===== config.mk =====
export PLATFORM = sky130hd
export DESIGN_NAME = cursor_gen
export DESIGN_NICKNAME = d
export VERILOG_FILES = /design/src/rtl/cursor_pkg.sv /design/src/rtl/cursor_ctrl.sv /design/src/rtl/cursor_dp.sv /design/src/rtl/cursor_gen.sv
export SDC_FILE = /design/constraint.sdc
export NUM_CORES = 2
export LEC_CHECK = 0
export ABC_AREA = 1
export BUFFER_PORTS_ARGS = -buffer_cell sky130_fd_sc_hd__buf_2
export CAP_MARGIN = 20
export CORE_ASPECT_RATIO = 0.75
export CORE_MARGIN = 4
export CORE_UTILIZATION = 40
export CTS_CLUSTER_SIZE = 24
export DETAILED_ROUTE_END_ITERATION = 10
export PLACE_DENSITY_LB_ADDON = 0.12
export SLEW_MARGIN = 5
export SYNTH_ARGS = -nofsm -noshare
export SYNTH_HDL_FRONTEND = slang
export SYNTH_HIERARCHICAL = 1
export SYNTH_SLANG_ARGS = --single-unit

===== constraint.sdc =====
create_clock -name clk -period 5.1 [get_ports clk]
set_input_delay 0.765 -clock clk [delete_from_list [all_inputs] [get_ports clk]]
set_output_delay 0.765 -clock clk [all_outputs]
set_load 0.01 [all_outputs]

===== src/rtl/cursor_pkg.sv =====
package cursor_pkg;
  localparam int DATA_W = 16;
  localparam int ADDR_W = 4;

  localparam logic [ADDR_W-1:0] ADR_CMD  = 4'd0;
  localparam logic [ADDR_W-1:0] ADR_XPOS = 4'd1;
  localparam logic [ADDR_W-1:0] ADR_YPOS = 4'd2;
  localparam logic [ADDR_W-1:0] ADR_X1LO = 4'd3;
  localparam logic [ADDR_W-1:0] ADR_X1HI = 4'd4;
  localparam logic [ADDR_W-1:0] ADR_Y1LO = 4'd5;
  localparam logic [ADDR_W-1:0] ADR_Y1HI = 4'd6;
  localparam logic [ADDR_W-1:0] ADR_X2LO = 4'd7;
  localparam logic [ADDR_W-1:0] ADR_X2HI = 4'd8;
  localparam logic [ADDR_W-1:0] ADR_Y2LO = 4'd9;
  localparam logic [ADDR_W-1:0] ADR_Y2HI = 4'd10;
  localparam logic [ADDR_W-1:0] ADR_SPR  = 4'd11;

  // command word, bit 0 at the bottom
  typedef struct packed {
    logic [2:0] rsvd;
    logic enB;        // 12
    logic enA;        // 11
    logic crossMode;  // 10
    logic forceB;     // 9
    logic clipOn;     // 8
    logic clipSelR1;  // 7
    logic xhWide;     // 6
    logic rg1En;      // 5
    logic rg1Force;   // 4
    logic rg2En;      // 3
    logic rg2Force;   // 2
    logic spriteLoad; // 1
    logic tstClr;     // 0
  } cmd_t;

  typedef struct packed {
    cmd_t cmd;
    logic [DATA_W-1:0] xPos, yPos;
    logic [DATA_W-1:0] xMin1, xMax1, yMin1, yMax1;
    logic [DATA_W-1:0] xMin2, xMax2, yMin2, yMax2;
  } cfg_t;

  typedef struct packed {
    logic testClr;
    logic retrace;
  } strobe_t;
endpackage


===== src/rtl/cursor_ctrl.sv =====
module cursor_ctrl
  import cursor_pkg::*;
#(
  parameter int SPR_ROWS = 16
) (
  input  logic              clk,
  input  logic              rstN,
  input  logic              vblankN,
  input  logic              wrEn,
  input  logic [ADDR_W-1:0] wrAddr,
  input  logic [DATA_W-1:0] wrData,
  output cfg_t              actCfg,
  output logic [DATA_W-1:0] actSprA [SPR_ROWS],
  output logic [DATA_W-1:0] actSprB [SPR_ROWS],
  output strobe_t           stb
);
  localparam int ENTRIES = 2 * SPR_ROWS;
  localparam int IDX_W   = $clog2(ENTRIES);

  cfg_t shCfg, nextSh;
  logic vbPrev;
  logic [IDX_W-1:0] sprIdx;
  logic [DATA_W-1:0] shSpr [ENTRIES];
  logic [DATA_W-1:0] actSpr [ENTRIES];
  logic sprWr, loadEnd, cmdWr;

  assign cmdWr = wrEn && (wrAddr == ADR_CMD);

  always_comb begin
    nextSh = shCfg;
    if (wrEn) begin
      case (wrAddr)
        ADR_CMD:  nextSh.cmd   = cmd_t'(wrData);
        ADR_XPOS: nextSh.xPos  = wrData;
        ADR_YPOS: nextSh.yPos  = wrData;
        ADR_X1LO: nextSh.xMin1 = wrData;
        ADR_X1HI: nextSh.xMax1 = wrData;
        ADR_Y1LO: nextSh.yMin1 = wrData;
        ADR_Y1HI: nextSh.yMax1 = wrData;
        ADR_X2LO: nextSh.xMin2 = wrData;
        ADR_X2HI: nextSh.xMax2 = wrData;
        ADR_Y2LO: nextSh.yMin2 = wrData;
        ADR_Y2HI: nextSh.yMax2 = wrData;
        default: ;
      endcase
    end
  end

  assign sprWr   = wrEn && (wrAddr == ADR_SPR) && shCfg.cmd.spriteLoad;
  assign loadEnd = cmdWr && shCfg.cmd.spriteLoad && !nextSh.cmd.spriteLoad;
  assign stb.retrace = vbPrev && !vblankN;
  assign stb.testClr = cmdWr && nextSh.cmd.tstClr;

  always_ff @(posedge clk or negedge rstN) begin
    if (!rstN) begin
      shCfg  <= '0;
      actCfg <= '0;
      vbPrev <= 1'b1;
      sprIdx <= '0;
    end else begin
      shCfg  <= nextSh;
      vbPrev <= vblankN;
      if (stb.retrace) actCfg <= shCfg;
      if (loadEnd) sprIdx <= '0;
      else if (sprWr) sprIdx <= sprIdx + 1'b1;
    end
  end

  always_ff @(posedge clk or negedge rstN) begin
    if (!rstN) begin
      for (int i = 0; i < ENTRIES; i++) begin
        shSpr[i]  <= '0;
        actSpr[i] <= '0;
      end
    end else begin
      if (stb.retrace)
        for (int i = 0; i < ENTRIES; i++) actSpr[i] <= shSpr[i];
      if (sprWr) shSpr[sprIdx] <= wrData;
    end
  end

  for (genvar g = 0; g < SPR_ROWS; g++) begin : g_rows
    assign actSprA[g] = actSpr[g];
    assign actSprB[g] = actSpr[SPR_ROWS + g];
  end
endmodule


===== src/rtl/cursor_dp.sv =====
module cursor_dp
  import cursor_pkg::*;
#(
  parameter int CW       = 11,
  parameter int VIS_X0   = 212,
  parameter int VIS_X1   = 1235,
  parameter int VIS_Y0   = 34,
  parameter int VIS_Y1   = 897,
  parameter int SPR_ROWS = 16
) (
  input  logic              clk,
  input  logic              rstN,
  input  logic              hsyncN,
  input  logic              vblankN,
  input  cfg_t              cfg,
  input  logic [DATA_W-1:0] sprA [SPR_ROWS],
  input  logic [DATA_W-1:0] sprB [SPR_ROWS],
  input  strobe_t           stb,
  output logic              planeA,
  output logic              planeB,
  output logic              regionOne,
  output logic              regionTwo,
  output logic              testFlag
);
  localparam int EW    = DATA_W + 1;
  localparam int RIW   = $clog2(SPR_ROWS);
  localparam int CIW   = $clog2(DATA_W);
  localparam logic [EW-1:0] VisX0 = EW'(VIS_X0);
  localparam logic [EW-1:0] VisX1 = EW'(VIS_X1);
  localparam logic [EW-1:0] VisY0 = EW'(VIS_Y0);
  localparam logic [EW-1:0] VisY1 = EW'(VIS_Y1);

  logic [CW-1:0] xCnt, yCnt;
  logic hsPrev;
  logic [EW-1:0] xe, ye, xp, yp, dx, dy;

  always_ff @(posedge clk or negedge rstN) begin
    if (!rstN) begin
      xCnt <= '0;
      yCnt <= '0;
      hsPrev <= 1'b1;
    end else begin
      hsPrev <= hsyncN;
      xCnt <= hsyncN ? xCnt + 1'b1 : '0;
      if (!vblankN) yCnt <= '0;
      else if (hsPrev && !hsyncN) yCnt <= yCnt + 1'b1;
    end
  end

  assign xe = EW'(xCnt);
  assign ye = EW'(yCnt);
  assign xp = EW'(cfg.xPos);
  assign yp = EW'(cfg.yPos);

  // rectangle detectors
  logic [DATA_W-1:0] rxMin [2], rxMax [2], ryMin [2], ryMax [2];
  logic [1:0] rect, rForce, rEn, regHit;
  assign rxMin[0] = cfg.xMin1; assign rxMax[0] = cfg.xMax1;
  assign ryMin[0] = cfg.yMin1; assign ryMax[0] = cfg.yMax1;
  assign rxMin[1] = cfg.xMin2; assign rxMax[1] = cfg.xMax2;
  assign ryMin[1] = cfg.yMin2; assign ryMax[1] = cfg.yMax2;
  assign rForce = {cfg.cmd.rg2Force, cfg.cmd.rg1Force};
  assign rEn    = {cfg.cmd.rg2En, cfg.cmd.rg1En};

  for (genvar g = 0; g < 2; g++) begin : g_rect
    assign rect[g] = (xe >= EW'(rxMin[g])) && (xe <= EW'(rxMax[g])) &&
                     (ye >= EW'(ryMin[g])) && (ye <= EW'(ryMax[g]));
    assign regHit[g] = rForce[g] | (rEn[g] & rect[g]);
  end

  // crosshair
  logic inVis, onV, onH, clipOk, xh;
  assign inVis  = (xe >= VisX0) && (xe <= VisX1) && (ye >= VisY0) && (ye <= VisY1);
  assign onV    = (xe == xp) || (cfg.cmd.xhWide && (xe == xp + 1'b1));
  assign onH    = (ye == yp) || (cfg.cmd.xhWide && (ye == yp + 1'b1));
  assign clipOk = !cfg.cmd.clipOn || (cfg.cmd.clipSelR1 ? rect[0] : rect[1]);
  assign xh     = (onV || onH) && inVis && clipOk;

  // sprite
  logic sprHit, sprOn, bitA, bitB, pixA, pixB;
  logic [RIW-1:0] rowIdx;
  logic [CIW-1:0] colIdx;
  assign dx = xe - xp;
  assign dy = ye - yp;
  assign sprHit = (xe >= xp) && (dx < EW'(DATA_W)) && (ye >= yp) && (dy < EW'(SPR_ROWS));
  assign rowIdx = dy[RIW-1:0];
  assign colIdx = CIW'(DATA_W - 1) - dx[CIW-1:0];
  assign bitA   = sprA[rowIdx][colIdx];
  assign bitB   = sprB[rowIdx][colIdx];
  assign sprOn  = sprHit && !cfg.cmd.spriteLoad;
  assign pixA   = cfg.cmd.crossMode ? xh : (sprOn & bitA);
  assign pixB   = cfg.cmd.crossMode ? xh : (sprOn & bitB);

  always_ff @(posedge clk or negedge rstN) begin
    if (!rstN) begin
      planeA <= 1'b0;
      planeB <= 1'b0;
      regionOne <= 1'b0;
      regionTwo <= 1'b0;
      testFlag <= 1'b0;
    end else begin
      planeA    <= cfg.cmd.enA & pixA;
      planeB    <= cfg.cmd.forceB | (cfg.cmd.enB & pixB);
      regionOne <= regHit[0];
      regionTwo <= regHit[1];
      testFlag  <= stb.testClr ? 1'b0
                 : (testFlag | planeA | planeB | regionOne | regionTwo);
    end
  end
endmodule


===== src/rtl/cursor_gen.sv =====
module cursor_gen
  import cursor_pkg::*;
#(
  parameter int CW       = 11,
  parameter int VIS_X0   = 212,
  parameter int VIS_X1   = 1235,
  parameter int VIS_Y0   = 34,
  parameter int VIS_Y1   = 897,
  parameter int SPR_ROWS = 16
) (
  input  logic        clk,
  input  logic        rstN,
  input  logic        hsyncN,
  input  logic        vblankN,
  input  logic        wrEn,
  input  logic [3:0]  wrAddr,
  input  logic [15:0] wrData,
  output logic        planeA,
  output logic        planeB,
  output logic        regionOne,
  output logic        regionTwo,
  output logic        testFlag
);
  cfg_t    actCfg;
  strobe_t stb;
  logic [DATA_W-1:0] sprA [SPR_ROWS];
  logic [DATA_W-1:0] sprB [SPR_ROWS];

  cursor_ctrl #(.SPR_ROWS(SPR_ROWS)) u_ctrl (
    .clk(clk), .rstN(rstN), .vblankN(vblankN),
    .wrEn(wrEn), .wrAddr(wrAddr), .wrData(wrData),
    .actCfg(actCfg), .actSprA(sprA), .actSprB(sprB), .stb(stb)
  );

  cursor_dp #(
    .CW(CW), .VIS_X0(VIS_X0), .VIS_X1(VIS_X1),
    .VIS_Y0(VIS_Y0), .VIS_Y1(VIS_Y1), .SPR_ROWS(SPR_ROWS)
  ) u_dp (
    .clk(clk), .rstN(rstN), .hsyncN(hsyncN), .vblankN(vblankN),
    .cfg(actCfg), .sprA(sprA), .sprB(sprB), .stb(stb),
    .planeA(planeA), .planeB(planeB), .regionOne(regionOne),
    .regionTwo(regionTwo), .testFlag(testFlag)
  );
endmodule


==> summary.txt <==
run status: finished, final reports clean
TritonCTS clock tree: built
worst setup path start: u_dp/yCnt[0]$_DFFE_PN0P_
post-synthesis net count: 7802
width of the die: 465 um
final critical-path required period: 4.27 ns
commonest non-fill, non-tap cell in the layout: nand2_1
Final nets: 7616
FP Rows: 125
number of max-cap violations: 0
worst clock skew: 0.0219 ns
Die Area: 163000 um2
Post-Synthesis Cell Area: 62600 um2
Total Neg Setup Slack: 0 ns
placeable core region: 155000 um2
path category of the worst min-delay check: primary input to register
vias: 49.4k
commonest non-fill, non-tap cells in the layout: 3538 x nand2_1, 1400 x dfrtp_1, 707 x o21ai_0
power density over the cells: 419 nW/um2
Critical Path Fanout Max: 115
total leakage power: 35.4 nW
post-DP HPWL: 116 mm
final hold vios: 0
Max Buffers Root-to-Sink: 3
sort of element at the end of the critical path: register
grt total ovfl: 0
pin count of the biggest net entering global routing: 171
yosys warns: 6
Num Clock Sinks: 1402
number of pins with negative max-slew slack in the final report: 0
ratio of routed vias to standard cells: 5.11
number of top-level pins: 30
Routed Antenna Nets: 0
worst supply voltage drop on vdd: 393 uV
critical path data arrival time: 5.00 ns
DRC violation count after routing: 0
critical path required time: 5.83 ns
detail-routed net length per standard cell: 19.8 um
GRT Resource Usage Total: 23.6%
die extent in y: 351 um
Max transition margin: 30.9%
type of element launching the critical path: register
cell at the root of the clock tree: clkbuf_16
type of the setup path with the least slack: register to register
number of antenna violations at the first check in global routing: 9
RSZ-0062 raised after global routing: false
initial cell density of the core: 40.3%
worst r2r src: u_dp/yCnt[0]$_DFFE_PN0P_
clock latency of the later-clocked register in the worst-skew pair: 0.79 ns
final number of setup-violating endpoints: 0
clock-pin slew on the worst setup and hold paths: 0.06 ns
fraction of final layout cells sized beyond drive strength 1: 5.62%
DRT Wirelength: 191 mm
startpoint of the worst hold path: hsyncN
post-route clock period utilization: 83.7%
final-layout fill cell count: 15.6k
Avg Synthesized Cell Area: 8.18 um2
vias in the first global route: 47.4k
DRT iter0 DRCs: 4541
tightest hold margin: 0.192 ns
Slew @ Worst Pin: 1.04 ns
Highest Clock Rate: 234 MHz
cts bufs inserted: 142
Mapped Cells: 7654
weighted congestion at the end of routability-driven global placement: 0.854
wire length of the first global-routing pass: 298 mm
Area Overhead vs Synth: 10.4%
number of iterations in the first detailed-routing pass: 6
H-Tree Depth: 4
IO Port Bufs: 29
## final cells by class
| cell class | count | area (um2) | share of cell area (%) |
|---|---|---|---|
| Timing Repair Buffer | 133 | 1240 | 1.79 |
| Clock inverter | 48 | 653 | 0.945 |
| Sequential cell | 1402 | 35100 | 50.8 |
| Clock buffer | 202 | 4110 | 5.95 |
| Inverter | 355 | 1360 | 1.96 |
| Tap cell | 2095 | 2620 | 3.79 |
| Antenna cell | 5 | 12.5 | 0.0181 |
| Multi-Input combinational cell | 5434 | 24000 | 34.8 |
## power by group
part	switching [mW]	internal [mW]
registers	0.542	11.9
logic	4.04	1.57
clock network	4.61	6.26
total	9.19	19.8
## per-layer routing
| layer | wire, um | GRT usage, % | vias to the layer above |
|---|---|---|---|
| li1 | - | - | 23843 |
| met3 | 13100 | 5.46 | 264 |
| met1 | 92000 | 34.9 | 24078 |
| met2 | 81100 | 34.7 | 1236 |
| met5 | 0 | 0 | - |
| met4 | 5070 | 6.92 | 0 |
## worst paths after layout
check | slack [ns] | cells past startpoint | endpoint
max | 0.83 | 15 | u_dp/planeB$_DFF_PN0_
min | 0.19 | 1 | u_dp/hsPrev$_DFF_PN1_
max reg2reg | 0.83 | 15 | u_dp/planeB$_DFF_PN0_
min reg2reg | 0.46 | 2 | u_ctrl/actSprB[159]$_DFFE_PN0P_
max in group asynchronous | 3.10 | 3 | u_ctrl/actSprB[67]$_DFFE_PN0P_
min in group asynchronous | 0.61 | 2 | u_ctrl/shCfg[102]$_DFFE_PN0P_
## flip-flops by register name, summed over array words and instances, names as in the netlist
register / count
u_ctrl/shSpr: 512
u_dp/xCnt: 11
u_ctrl/vbPrev: 1
u_dp/regionTwo: 1
u_ctrl/shCfg: 172
u_ctrl/actSprA: 256
u_dp/yCnt: 11
u_dp/planeA: 1
u_dp/testFlag: 1
u_ctrl/sprIdx: 5
u_dp/regionOne: 1
u_dp/planeB: 1
u_dp/hsPrev: 1
u_ctrl/actSprB: 256
u_ctrl/actCfg: 172
## worst max-delay path, stage by stage, from the launching register on
cell and delay, ns:
dfrtp_1 0.44, inv_1 0.20, ha_4 0.57, inv_8 0.33, buf_4 0.36, nor2_1 0.23, nand3_1 0.10, nand2_1 0.12
nand2_1 0.06, nor2_1 0.08, nand3_1 0.10, nor2_1 0.76, nand3_1 0.50, nand2_1 0.16, nand3_1 0.08, nand2_1 0.06
## repair_timing
item,4_1_cts,5_1_grt
setup buffers,0,0
setup endpoints to repair,0,0
endpoints found under the hold margin,7,0
gates resized for setup,0,0
hold buffers,1,0
## per-stage QoR
stage | cell area, um2 | cells | power [mW] | setup WS (ns) | utilization, %
2_1_floorplan | 62600 | 7654 | 16.0 | 2.47 | -
3_3_place_gp | 64300 | 9417 | 18.2 | 0.969 | 41.4
3_5_place_dp | 64300 | 9417 | 18.2 | 0.934 | 41.4
4_1_cts | 69100 | 9668 | 29.2 | 0.921 | 44.5
5_1_grt | 69100 | 9670 | 30.4 | 0.496 | 44.5
6_report | 69100 | 9674 | 29.0 | 0.829 | 44.5
Power figures use the tool's default switching activity.
